`src/rtl/vmag_pkg.sv`:
```
package vmag_pkg;

  typedef enum logic [1:0] {
    MODE_UNIT   = 2'd0,
    MODE_STRIDE = 2'd1,
    MODE_INDEX  = 2'd2,
    MODE_SEG    = 2'd3
  } vmagMode_e;

  // strobes from control to datapath
  typedef struct packed {
    logic cfgLoad;  // capture configuration, reset counters
    logic idxLoad;  // address <= base + index word
    logic step;     // advance counters and running address
  } vmagStrobe_t;

endpackage

```
`src/rtl/vmag_dpath.sv`:
```
module vmag_dpath
  import vmag_pkg::*;
#(
  parameter int ADDR_W = 32,
  parameter int VL_W   = 8,
  parameter int REG_W  = 5,
  parameter int SEG_W  = 3
) (
  input  logic              clk,
  input  logic              rstN,
  input  vmagStrobe_t       strobe,
  input  logic [ADDR_W-1:0] baseAddr,
  input  logic [1:0]        sizeCode,
  input  logic [VL_W-1:0]   vecLen,
  input  vmagMode_e         mode,
  input  logic [ADDR_W-1:0] stride,
  input  logic [SEG_W-1:0]  segField,
  input  logic [REG_W-1:0]  destReg,
  input  logic [ADDR_W-1:0] idxData,
  output logic [ADDR_W-1:0] reqAddr,
  output logic [REG_W-1:0]  reqReg,
  output logic [VL_W-1:0]   reqElem,
  output logic              lastBeat
);

  localparam logic [ADDR_W-1:0] ONE_A = {{(ADDR_W-1){1'b0}}, 1'b1};
  localparam logic [VL_W-1:0]   ONE_V = {{(VL_W-1){1'b0}}, 1'b1};

  logic [ADDR_W-1:0] baseQ, strideQ, sizeQ, addrQ, stepAmt;
  logic [VL_W-1:0]   vlQ, elemQ;
  logic [SEG_W-1:0]  memberMaxQ, memberQ;
  logic [REG_W-1:0]  destQ;
  vmagMode_e         modeQ;
  logic              memberWrap;

  assign memberWrap = (memberQ == memberMaxQ);
  assign stepAmt    = (modeQ == MODE_STRIDE) ? strideQ : sizeQ;

  always_ff @(posedge clk) begin
    if (!rstN) begin
      baseQ      <= '0;
      strideQ    <= '0;
      sizeQ      <= ONE_A;
      vlQ        <= '0;
      memberMaxQ <= '0;
      destQ      <= '0;
      modeQ      <= MODE_UNIT;
      addrQ      <= '0;
      elemQ      <= '0;
      memberQ    <= '0;
    end else if (strobe.cfgLoad) begin
      baseQ      <= baseAddr;
      strideQ    <= stride;
      sizeQ      <= ONE_A << sizeCode;
      vlQ        <= vecLen;
      memberMaxQ <= (mode == MODE_SEG) ? segField : '0;
      destQ      <= destReg;
      modeQ      <= mode;
      addrQ      <= baseAddr;
      elemQ      <= '0;
      memberQ    <= '0;
    end else begin
      if (strobe.step) begin
        if (memberWrap) begin
          memberQ <= '0;
          elemQ   <= elemQ + ONE_V;
        end else begin
          memberQ <= memberQ + 1'b1;
        end
      end
      if (strobe.idxLoad) begin
        addrQ <= baseQ + idxData;
      end else if (strobe.step && modeQ != MODE_INDEX) begin
        addrQ <= addrQ + stepAmt;
      end
    end
  end

  assign lastBeat = (elemQ == vlQ - ONE_V) && memberWrap;
  assign reqAddr  = addrQ;
  assign reqReg   = destQ + REG_W'(memberQ);
  assign reqElem  = elemQ;


  member_hold_chk: assert property (@(posedge clk) disable iff (!rstN)
    (strobe.step && !strobe.cfgLoad && !memberWrap) |=> (elemQ == $past(elemQ)));


  elem_range_chk: assert property (@(posedge clk) disable iff (!rstN)
    strobe.step |-> (elemQ < vlQ));

endmodule

```
`src/rtl/vmag_ctrl.sv`:
```
module vmag_ctrl
  import vmag_pkg::*;
#(
  parameter int VL_W = 8
) (
  input  logic            clk,
  input  logic            rstN,
  input  logic            start,
  input  logic [VL_W-1:0] vecLen,
  input  vmagMode_e       mode,
  input  logic            reqReady,
  input  logic            idxValid,
  input  logic            lastBeat,
  output vmagStrobe_t     strobe,
  output logic            reqValid,
  output logic            idxReady,
  output logic            done
);

  typedef enum logic [1:0] {ST_IDLE, ST_FETCH, ST_ISSUE} ctrlState_e;

  ctrlState_e state, nextState;
  logic       idxModeQ, doneNext;

  always_comb begin
    strobe    = '0;
    reqValid  = 1'b0;
    idxReady  = 1'b0;
    doneNext  = 1'b0;
    nextState = state;
    case (state)
      ST_IDLE: begin
        if (start) begin
          strobe.cfgLoad = 1'b1;
          if (vecLen == '0)             doneNext  = 1'b1;
          else if (mode == MODE_INDEX)  nextState = ST_FETCH;
          else                          nextState = ST_ISSUE;
        end
      end
      ST_FETCH: begin
        idxReady = 1'b1;
        if (idxValid) begin
          strobe.idxLoad = 1'b1;
          nextState      = ST_ISSUE;
        end
      end
      ST_ISSUE: begin
        reqValid = 1'b1;
        // fetch the next index in the same cycle the current request leaves
        idxReady = idxModeQ && !lastBeat && reqReady;
        if (reqReady) begin
          strobe.step = 1'b1;
          if (lastBeat) begin
            doneNext  = 1'b1;
            nextState = ST_IDLE;
          end else if (idxModeQ) begin
            if (idxValid) strobe.idxLoad = 1'b1;
            else          nextState      = ST_FETCH;
          end
        end
      end
      default: nextState = ST_IDLE;
    endcase
  end

  always_ff @(posedge clk) begin
    if (!rstN) begin
      state    <= ST_IDLE;
      idxModeQ <= 1'b0;
      done     <= 1'b0;
    end else begin
      state <= nextState;
      done  <= doneNext;
      if (strobe.cfgLoad) idxModeQ <= (mode == MODE_INDEX);
    end
  end


  done_pulse_chk: assert property (@(posedge clk) disable iff (!rstN)
    done |=> !done);


  last_done_chk: assert property (@(posedge clk) disable iff (!rstN)
    (reqValid && reqReady && lastBeat) |=> (done && !reqValid));


  zero_len_chk: assert property (@(posedge clk) disable iff (!rstN)
    (state == ST_IDLE && start && vecLen == '0) |=> (done && !reqValid));


  busy_start_chk: assert property (@(posedge clk) disable iff (!rstN)
    (state != ST_IDLE) |-> !strobe.cfgLoad);

endmodule

```
`src/rtl/vmem_addr_gen.sv`:
```
module vmem_addr_gen
  import vmag_pkg::*;
#(
  parameter int ADDR_W = 32,
  parameter int VL_W   = 8,
  parameter int REG_W  = 5,
  parameter int SEG_W  = 3
) (
  input  logic              clk,
  input  logic              rstN,
  input  logic              start,
  input  logic [ADDR_W-1:0] baseAddr,
  input  logic [1:0]        sizeCode,
  input  logic [VL_W-1:0]   vecLen,
  input  logic [1:0]        mode,
  input  logic [ADDR_W-1:0] stride,
  input  logic [SEG_W-1:0]  segField,
  input  logic [REG_W-1:0]  destReg,
  input  logic              idxValid,
  output logic              idxReady,
  input  logic [ADDR_W-1:0] idxData,
  output logic              reqValid,
  input  logic              reqReady,
  output logic [ADDR_W-1:0] reqAddr,
  output logic [REG_W-1:0]  reqReg,
  output logic [VL_W-1:0]   reqElem,
  output logic              done
);

  vmagStrobe_t strobe;
  vmagMode_e   modeE;
  logic        lastBeat;

  assign modeE = vmagMode_e'(mode);

  vmag_ctrl #(.VL_W(VL_W)) u_ctrl (
    .clk(clk), .rstN(rstN), .start(start), .vecLen(vecLen), .mode(modeE),
    .reqReady(reqReady), .idxValid(idxValid), .lastBeat(lastBeat),
    .strobe(strobe), .reqValid(reqValid), .idxReady(idxReady), .done(done)
  );

  vmag_dpath #(.ADDR_W(ADDR_W), .VL_W(VL_W), .REG_W(REG_W), .SEG_W(SEG_W)) u_dpath (
    .clk(clk), .rstN(rstN), .strobe(strobe), .baseAddr(baseAddr),
    .sizeCode(sizeCode), .vecLen(vecLen), .mode(modeE), .stride(stride),
    .segField(segField), .destReg(destReg), .idxData(idxData),
    .reqAddr(reqAddr), .reqReg(reqReg), .reqElem(reqElem), .lastBeat(lastBeat)
  );


  stall_hold_chk: assert property (@(posedge clk) disable iff (!rstN)
    (reqValid && !reqReady) |=> (reqValid && $stable(reqAddr) &&
                                 $stable(reqReg) && $stable(reqElem)));

endmodule

```
`config.mk`:
```
export PLATFORM = sky130hd
export DESIGN_NAME = vmem_addr_gen
export DESIGN_NICKNAME = d
export VERILOG_FILES = /design/src/rtl/vmag_pkg.sv /design/src/rtl/vmag_dpath.sv /design/src/rtl/vmag_ctrl.sv /design/src/rtl/vmem_addr_gen.sv
export SDC_FILE = /design/constraint.sdc
export NUM_CORES = 1
export LEC_CHECK = 0
export BUFFER_PORTS_ARGS = -buffer_cell sky130_fd_sc_hd__buf_2
export CELL_PAD_IN_SITES_DETAIL_PLACEMENT = 0
export CELL_PAD_IN_SITES_GLOBAL_PLACEMENT = 1
export CORE_UTILIZATION = 39
export CTS_BUF_LIST = sky130_fd_sc_hd__clkbuf_4 sky130_fd_sc_hd__clkbuf_8
export DETAILED_ROUTE_END_ITERATION = 8
export PLACE_DENSITY_LB_ADDON = 0.1
export SETUP_SLACK_MARGIN = 0.1
export SLEW_MARGIN = 20
export SYNTH_ARGS = -nofsm -noshare
export SYNTH_HDL_FRONTEND = slang
export SYNTH_SLANG_ARGS = --single-unit
export TNS_END_PERCENT = 1
```
`constraint.sdc`:
```
create_clock -name clk -period 3.4 [get_ports clk]
set_clock_uncertainty 0.2 [all_clocks]
set_input_delay 0.51 -clock clk [delete_from_list [all_inputs] [get_ports clk]]
set_output_delay 0.51 -clock clk [all_outputs]
set_load 0.005 [all_outputs]
```
==> flow_summary_export.csv, run 1 <==
group,metric,value,unit
run_status,status,"finished clean",
cts,cts_hold_buffers,0,
timing,setup_slack,0.0578,ns
worst_setup_path,startpoint,"u_dpath.modeQ[0]",
timing,max_freq,0.299,GHz
worst_setup_path,cp-endpoint,"u_dpath.reqAddr[24]",
routing,routed_wl,29.3,mm
placed_design,portBuffers,168,
timing,slew_headroom,0.610,
floorplan,placement_rows,56,
global_route,grt.overflow.total,0,
finish,fin_nets,1593,
timing,fin_crit_sh,0.983,
routing,routed_via_density,5.38,
floorplan,die_area,0.0250,mm2
worst_setup_path,path_class,"flop to flop",
worst_setup_path,reg2reg_depth,14,
min_path,hold_path_class,"input port to flop",
placed_design,dp_hpwl,22.4,mm
power,p_leak,5.07,nW
cts,cts_sinks,133,
logic_synthesis,ys.flop_type,"dfxtp_1",
placed_design,gp_congestion,0.882,
power,ir_worst_vdd,0.317,mV
global_route,antenna_found_initial,0,
timing,tns,0,ns
worst_setup_path,cp_data_arrival_time,3.50,ns
routing,first_pass_iters,5,
job,cap_violations,0,
worst_setup_path,cp-start-kind,"flop",
cts,cts_root_buffer,"clkbuf_8",
worst_setup_path,rr_startpoint,"u_dpath.modeQ[0]",
global_route,grt_max_degree,75,
timing,layout_min_cycle_time,3.34,ns
finish,finalNonFillerCells,1728,
logic_synthesis,synth_seq_cells,133,
global_route,grt_pass1_vias,8728,
floorplan,io_pins,169,
logic_synthesis,async_reset_ff_frac,0,
logic_synthesis,synth_edf_count,0,
finish,n_antenna_cell,0,
logic_synthesis,synth_area_leaders,"dfxtp_1, ha_1, nand2_1",
timing,setup_viol,0,
power,design_power_total,6.87,mW
logic_synthesis,yosysSeqAreaShare,0.280,
routing,via_count,9295,
worst_setup_path,critPathCaptureType,"flop",
timing,slew_violations,0,
logic_synthesis,yosysUniqueCellTypes,76,
logic_synthesis,yosys.area.top_type,"dfxtp_1",
logic_synthesis,syn_nets,1427,
cts,numCtsBuffers,17,
placed_design,pre_cts_ws,-0.0305,ns
timing,rsz0062_at_grt,"true",
logic_synthesis,synthCells,1231,
routing,route.detailed.drc,0,
cts,clkTransAtPathRegs,0.09,ns
timing,tightestPinTransition,0.584,ns
timing,hold_viol,0,
logic_synthesis,yosysWarningCount,0,
finish,layout_commonest_cell,"nand2_1",
logic_synthesis,syn_area,0.00952,mm2
logic_synthesis,synthDominantCellAreaShare,0.280,
cts,htreeDepth,4,
floorplan,fp.dieH,158,um
finish,drive_gt1_frac,0.214,
placed_design,dp_cells,1687,
floorplan,coreArea,0.0237,mm2
routing,drt.antenna.violating_nets,0,
finish,synthToLayoutAreaGrowth,21.8,%
cts,insertion_delay,0.46,ns
power,cellPowerDensity,593,mW/mm2
floorplan,initial_utilization,0.402,
global_route,track_usage,0.236,
floorplan,dieWidth,158,um
worst_setup_path,worstPathRequired,3.56,ns
cts,cts.path.max_buffers,2,
global_route,grt_pass1_wl,45.9,mm
routing,drtIter0Drc,576,
worst_setup_path,r2r_slack,0.06,ns
routing,wl_per_cell,17.0,um
worst_setup_path,cp_max_fo,5,
worst_setup_path,r2r_end,"u_dpath.reqAddr[24]",
finish,final_cell_mix,"nand2_1, buf_2, dfxtp_1",
logic_synthesis,avgSynthCellArea,7.73,um2
cts,cts_tree,"done",
## how the worst min path moves through the flow
stage                        start                   to  slack (ns)  cells past startpoint
3_5_place_dp   u_dpath.strideQ[24]  u_dpath.strideQ[24]        0.25                      2
5_1_grt                 destReg[3]     u_dpath.destQ[3]        0.07                      3
6_report                destReg[3]     u_dpath.destQ[3]        0.09                      3
4_1_cts                 destReg[3]     u_dpath.destQ[3]        0.06                      3
3_3_place_gp   u_dpath.strideQ[26]  u_dpath.strideQ[26]        0.25                      2
2_1_floorplan     u_dpath.sizeQ[1]     u_dpath.sizeQ[1]        0.24                      2
## logic make-up (layout without fill, tap and decap cells)
logic type / Yosys count / count (layout) / synth area share
buf+inv: 97 / 274 / 0.0397
compound gates: 396 / 396 / 0.286
flops: 133 / 133 / 0.280
fa+ha+maj: 75 / 75 / 0.101
xor+xnor: 80 / 80 / 0.0736
mux: 11 / 11 / 0.0124
simple gates: 439 / 440 / 0.207
## layer usage
layer	track usage	part of all wire	wire length, um	vias up
met4	0.0568	0.013	384	0
met5	0	0	0	-
li1	-	-	-	4721
met2	0.403	0.48	14100	211
met3	0.0383	0.042	1220	23
met1	0.309	0.46	13600	4340
## worst max-delay path: stages, from the launching register on
cell	delay, ns
dfxtp_2	0.35
inv_4	0.04
nor2_4	0.20
mux2_4	0.35
buf_4	0.14
fa_2	0.36
a211oi_2	0.26
o21ai_2	0.11
o21a_1	0.24
nor2_2	0.14
o311ai_1	0.12
buf_4	0.17
a41oi_2	0.19
xnor2_1	0.11
a221oi_1	0.25
## Yosys cell counts (18+ instances only)
cell type,n
nand2_1,240
dfxtp_1,133
a21boi_0,86
a21oi_1,75
ha_1,72
nor2_1,59
clkbuf_1,58
o21ai_0,51
xnor2_1,48
and2_1,36
xor2_1,32
nand3_1,31
inv_1,30
a21o_1,25
a211oi_1,21
o211ai_1,21
o21ai_1,18
## per-stage QoR
stage / utilization / hold slack, ns / cell area (um2)
floorplan: - / 0.238 / 9570
global placement: 0.459 / 0.248 / 10900
detailed placement: 0.459 / 0.253 / 10900
CTS: 0.483 / 0.0596 / 11400
global route: 0.489 / 0.0657 / 11600
finish: 0.489 / 0.0945 / 11600
## state kept, by name, summed over array words and instances, names as in the netlist
| name | cells |
|---|---|
| u_dpath.memberQ | 3 |
| u_dpath.vlQ | 8 |
| u_dpath.sizeQ | 4 |
| u_dpath.baseQ | 32 |
| u_dpath.memberMaxQ | 3 |
| u_dpath.modeQ | 2 |
| u_ctrl.state | 2 |
| u_ctrl.done | 1 |
| u_dpath.destQ | 5 |
| u_dpath.reqElem | 8 |
| u_ctrl.idxModeQ | 1 |
| u_dpath.reqAddr | 32 |
| u_dpath.strideQ | 32 |
## final cells by class
class,instances,area (um2)
multi-input cells,1002,6700
repair buffers,213,1230
inverters,30,115
clock buffers,19,262
flip-flops and latches,133,2670
clock inverters,12,226
fillers,2472,12100
well taps,319,399
## repair_timing
action	4_1_cts	5_1_grt
endpoints found under the setup margin	16	28
gates resized for setup	13	28
buffers inserted	2	7
pin swaps	6	31
cloned	1	0
## report_power, final
group / switching [mW] / internal, mW / total, mW
clock network: 0.668 / 0.984 / 1.65
registers: 0.311 / 1.88 / 2.19
logic: 1.77 / 1.26 / 3.03
No activity file was read; power rests on OpenSTA's default activity.
==> run 2, diff against run 1 <==
--- a/config.mk
+++ b/config.mk
@@ -11,7 +11,7 @@
 export CORE_UTILIZATION = 39
 export CTS_BUF_LIST = sky130_fd_sc_hd__clkbuf_4 sky130_fd_sc_hd__clkbuf_8
 export DETAILED_ROUTE_END_ITERATION = 8
-export PLACE_DENSITY_LB_ADDON = 0.1
+export PLACE_DENSITY = 0.91
 export SETUP_SLACK_MARGIN = 0.1
 export SLEW_MARGIN = 20
 export SYNTH_ARGS = -nofsm -noshare
==> run 2 against run 1 <==
Against the previous run:
- the flow now finishes with violations (setup timing)
- combinational power decreased by 2%
- setup slack got worse by 0.069 ns
- total power shrank 5.4%
- wire length decreased by 3.6%
- sequential power barely moved
- flip-flop and latch count unchanged
- global-route usage is 1.3 points lower
- critical path depth is 1 higher
- clock power down 18%
- worst hold slack improved by 0.0077 ns
- core utilization down 0.84 points
- sequential share of layout area rose by 0.40 points
- critical endpoint is now u_dpath.reqAddr[30]
- largest cell class unchanged
- largest power group unchanged
- highest routed layer unchanged
==> flow_summary_export.csv, run 2 (synthesis gave the netlist of run 1 again) <==
group,metric,value,unit
power,pwr-share-comb,0.457,
timing,hold_viol,0,
cts,htreeDepth,4,
timing,slew_violations,0,
worst_setup_path,cp_data_arrival_time,3.60,ns
floorplan,placement_rows,56,
worst_setup_path,path_class,"flop to flop",
cts,insertion_delay,0.45,ns
floorplan,dieWidth,158,um
routing,routed_wl,28.3,mm
cts,cts.path.max_buffers,2,
finish,finalNonFillerCells,1716,
floorplan,io_pins,169,
timing,setup_viol,1,
power,p_int,3.79,mW
floorplan,fp.dieH,158,um
min_path,hold_path_class,"input port to flop",
power,ir_worst_vdd,0.281,mV
finish,synthToLayoutAreaGrowth,19.7,%
timing,fin_crit_sh,1.00,
min_path,hold_end,"u_dpath.destQ[1]",
global_route,antenna_found_initial,0,
cts,cts_sinks,133,
cts,cts_root_buffer,"clkbuf_8",
finish,drive_gt1_frac,0.207,
floorplan,coreArea,0.0237,mm2
timing,tightestPinTransition,0.611,ns
timing,rsz0062_at_grt,"true",
min_path,min_from,"destReg[1]",
job,cap_violations,0,
timing,slew_headroom,0.591,
finish,fin_nets,1579,
worst_setup_path,reg2reg_depth,15,
worst_setup_path,critical_path.slowest_cell,"fa_2",
cts,cts_tree,"done",
finish,layout_commonest_cell,"nand2_1",
floorplan,initial_utilization,0.402,
power,seqPwrFrac,0.334,
worst_setup_path,r2r_end,"u_dpath.reqAddr[30]",
routing,first_pass_iters,5,
worst_setup_path,cp-start-kind,"flop",
timing,max_freq,0.293,GHz
global_route,grt_pass1_wl,43.8,mm
worst_setup_path,cp_num_cells,15,
worst_setup_path,cp_num_buf_inv,2,
placed_design,dp_cells,1679,
routing,wl_per_cell,16.5,um
placed_design,dp_hpwl,21.3,mm
finish,post-route-util,0.481,
cts,clkTransAtPathRegs,0.08,ns
global_route,track_usage,0.224,
routing,via_count,9372,
routing,drt.antenna.violating_nets,0,
run_status,status,"finished, violations left",
finish,filler_cell_count,2457,
power,power_switching,2.71,mW
placed_design,portBuffers,168,
global_route,grt_pass1_vias,8817,
worst_setup_path,worstPathCellList,"inv_2 -> nor2_4 -> buf_6 -> mux2_4 -> ha_4 -> fa_2 -> a211oi_2 -> o21ai_2 -> o21a_1 -> o21bai_2 -> a211oi_2 -> a21boi_1 -> o21ai_1 -> mux2_2 -> o22ai_2",
worst_setup_path,cpMostUsedCell,"a211oi_2",
routing,drtIter0Drc,651,
global_route,grt_max_degree,89,
floorplan,die_area,0.0250,mm2
global_route,grt.overflow.total,0,
power,cellPowerDensity,571,mW/mm2
worst_setup_path,cp_max_fo,6,
power,switching_share,0.417,
cts,numCtsBuffers,17,
power,clockPowerShare,0.209,
worst_setup_path,critPathCaptureType,"flop",
run_status,failed_checks,"setup timing",
timing,setup_slack,-0.0117,ns
cts,cts_hold_buffers,0,
power,p_leak,5.02,nW
worst_setup_path,worstPathRequired,3.59,ns
routing,route.detailed.drc,0,
worst_setup_path,rr_startpoint,"u_dpath.modeQ[0]",
routing,routed_via_density,5.46,
worst_setup_path,critPathMaxStageDelay,0.35,ns
placed_design,gp_congestion,0.904,
min_path,min_path_cells,3,
finish,final_cell_mix,"nand2_1, buf_2, dfxtp_1",
timing,layout_min_cycle_time,3.41,ns
worst_setup_path,cpLargestDelayFamily,"compound AO/OA/AOI/OAI gates",
placed_design,pre_cts_ws,-0.00426,ns
worst_setup_path,r2r_slack,-0.01,ns
## run 2: changes by cell type in the layout (fill, tap and decap cells not counted), sizes merged
cell	before	now
buf	213	200
bufinv	6	2
clkbuf	19	20
clkinv	4	8
diode	0	1
nor2	61	60
## run 2: worst max-delay path by stage
| stage | to | startpoint |
|---|---|---|
| floorplan | u_dpath.reqAddr[16] | u_dpath.modeQ[0] |
| global placement | u_dpath.reqAddr[17] | u_dpath.modeQ[0] |
| detailed placement | u_dpath.reqAddr[16] | u_dpath.modeQ[0] |
| CTS | u_dpath.reqAddr[16] | u_dpath.modeQ[1] |
| global route | u_dpath.reqAddr[30] | u_dpath.modeQ[0] |
| finish | u_dpath.reqAddr[30] | u_dpath.modeQ[0] |
## run 2: per-stage QoR
step,total power [mW],instance area (um2),hold slack (ns),setup TNS (ns)
3_3_place_gp,5.07,10800,0.250,0
4_1_cts,6.48,11200,0.0787,0
3_5_place_dp,5.11,10800,0.253,-0.00628
6_report,6.50,11400,0.102,-0.0117
2_1_floorplan,4.16,9570,0.238,0
5_1_grt,6.97,11400,0.0847,-0.988
## run 2: tightest hold or removal path: stages
cell	delay, ns
buf_2	0.09
nand2_1	0.04
a21boi_0	0.06
## run 2: power groups by stage
stage | clock network [mW] | registers (mW) | logic (mW)
3_3_place_gp | 0 | 2.20 | 2.86
5_1_grt | 1.46 | 2.21 | 3.30
2_1_floorplan | 0 | 2.11 | 2.05
6_report | 1.36 | 2.17 | 2.97
4_1_cts | 1.38 | 2.17 | 2.92
3_5_place_dp | 0 | 2.21 | 2.90
## run 2: timing repair
| action | CTS | global route |
|---|---|---|
| resized for setup | 6 | 34 |
| setup buffers | 1 | 3 |
| pin swaps | 4 | 34 |
| endpoints found under the setup margin | 13 | 21 |
## run 2: final cells by class
type                    count  area [um2]  share of cell area
diodes                      1        2.50            0.000220
clock buffers              20         269              0.0236
clock inverters            12         130              0.0114
inverters                  30         113             0.00989
multi-input cells        1001        6680               0.587
flip-flops and latches    133        2670               0.234
well taps                 319         399              0.0350
repair buffers            200        1130              0.0991
## run 2: metal layers
layer,vias to the layer above,share of wire,GRT usage
met5,-,0,0
met4,0,0.022,0.0687
met3,44,0.047,0.0400
met2,249,0.48,0.383
met1,4386,0.45,0.283
li1,4693,-,-
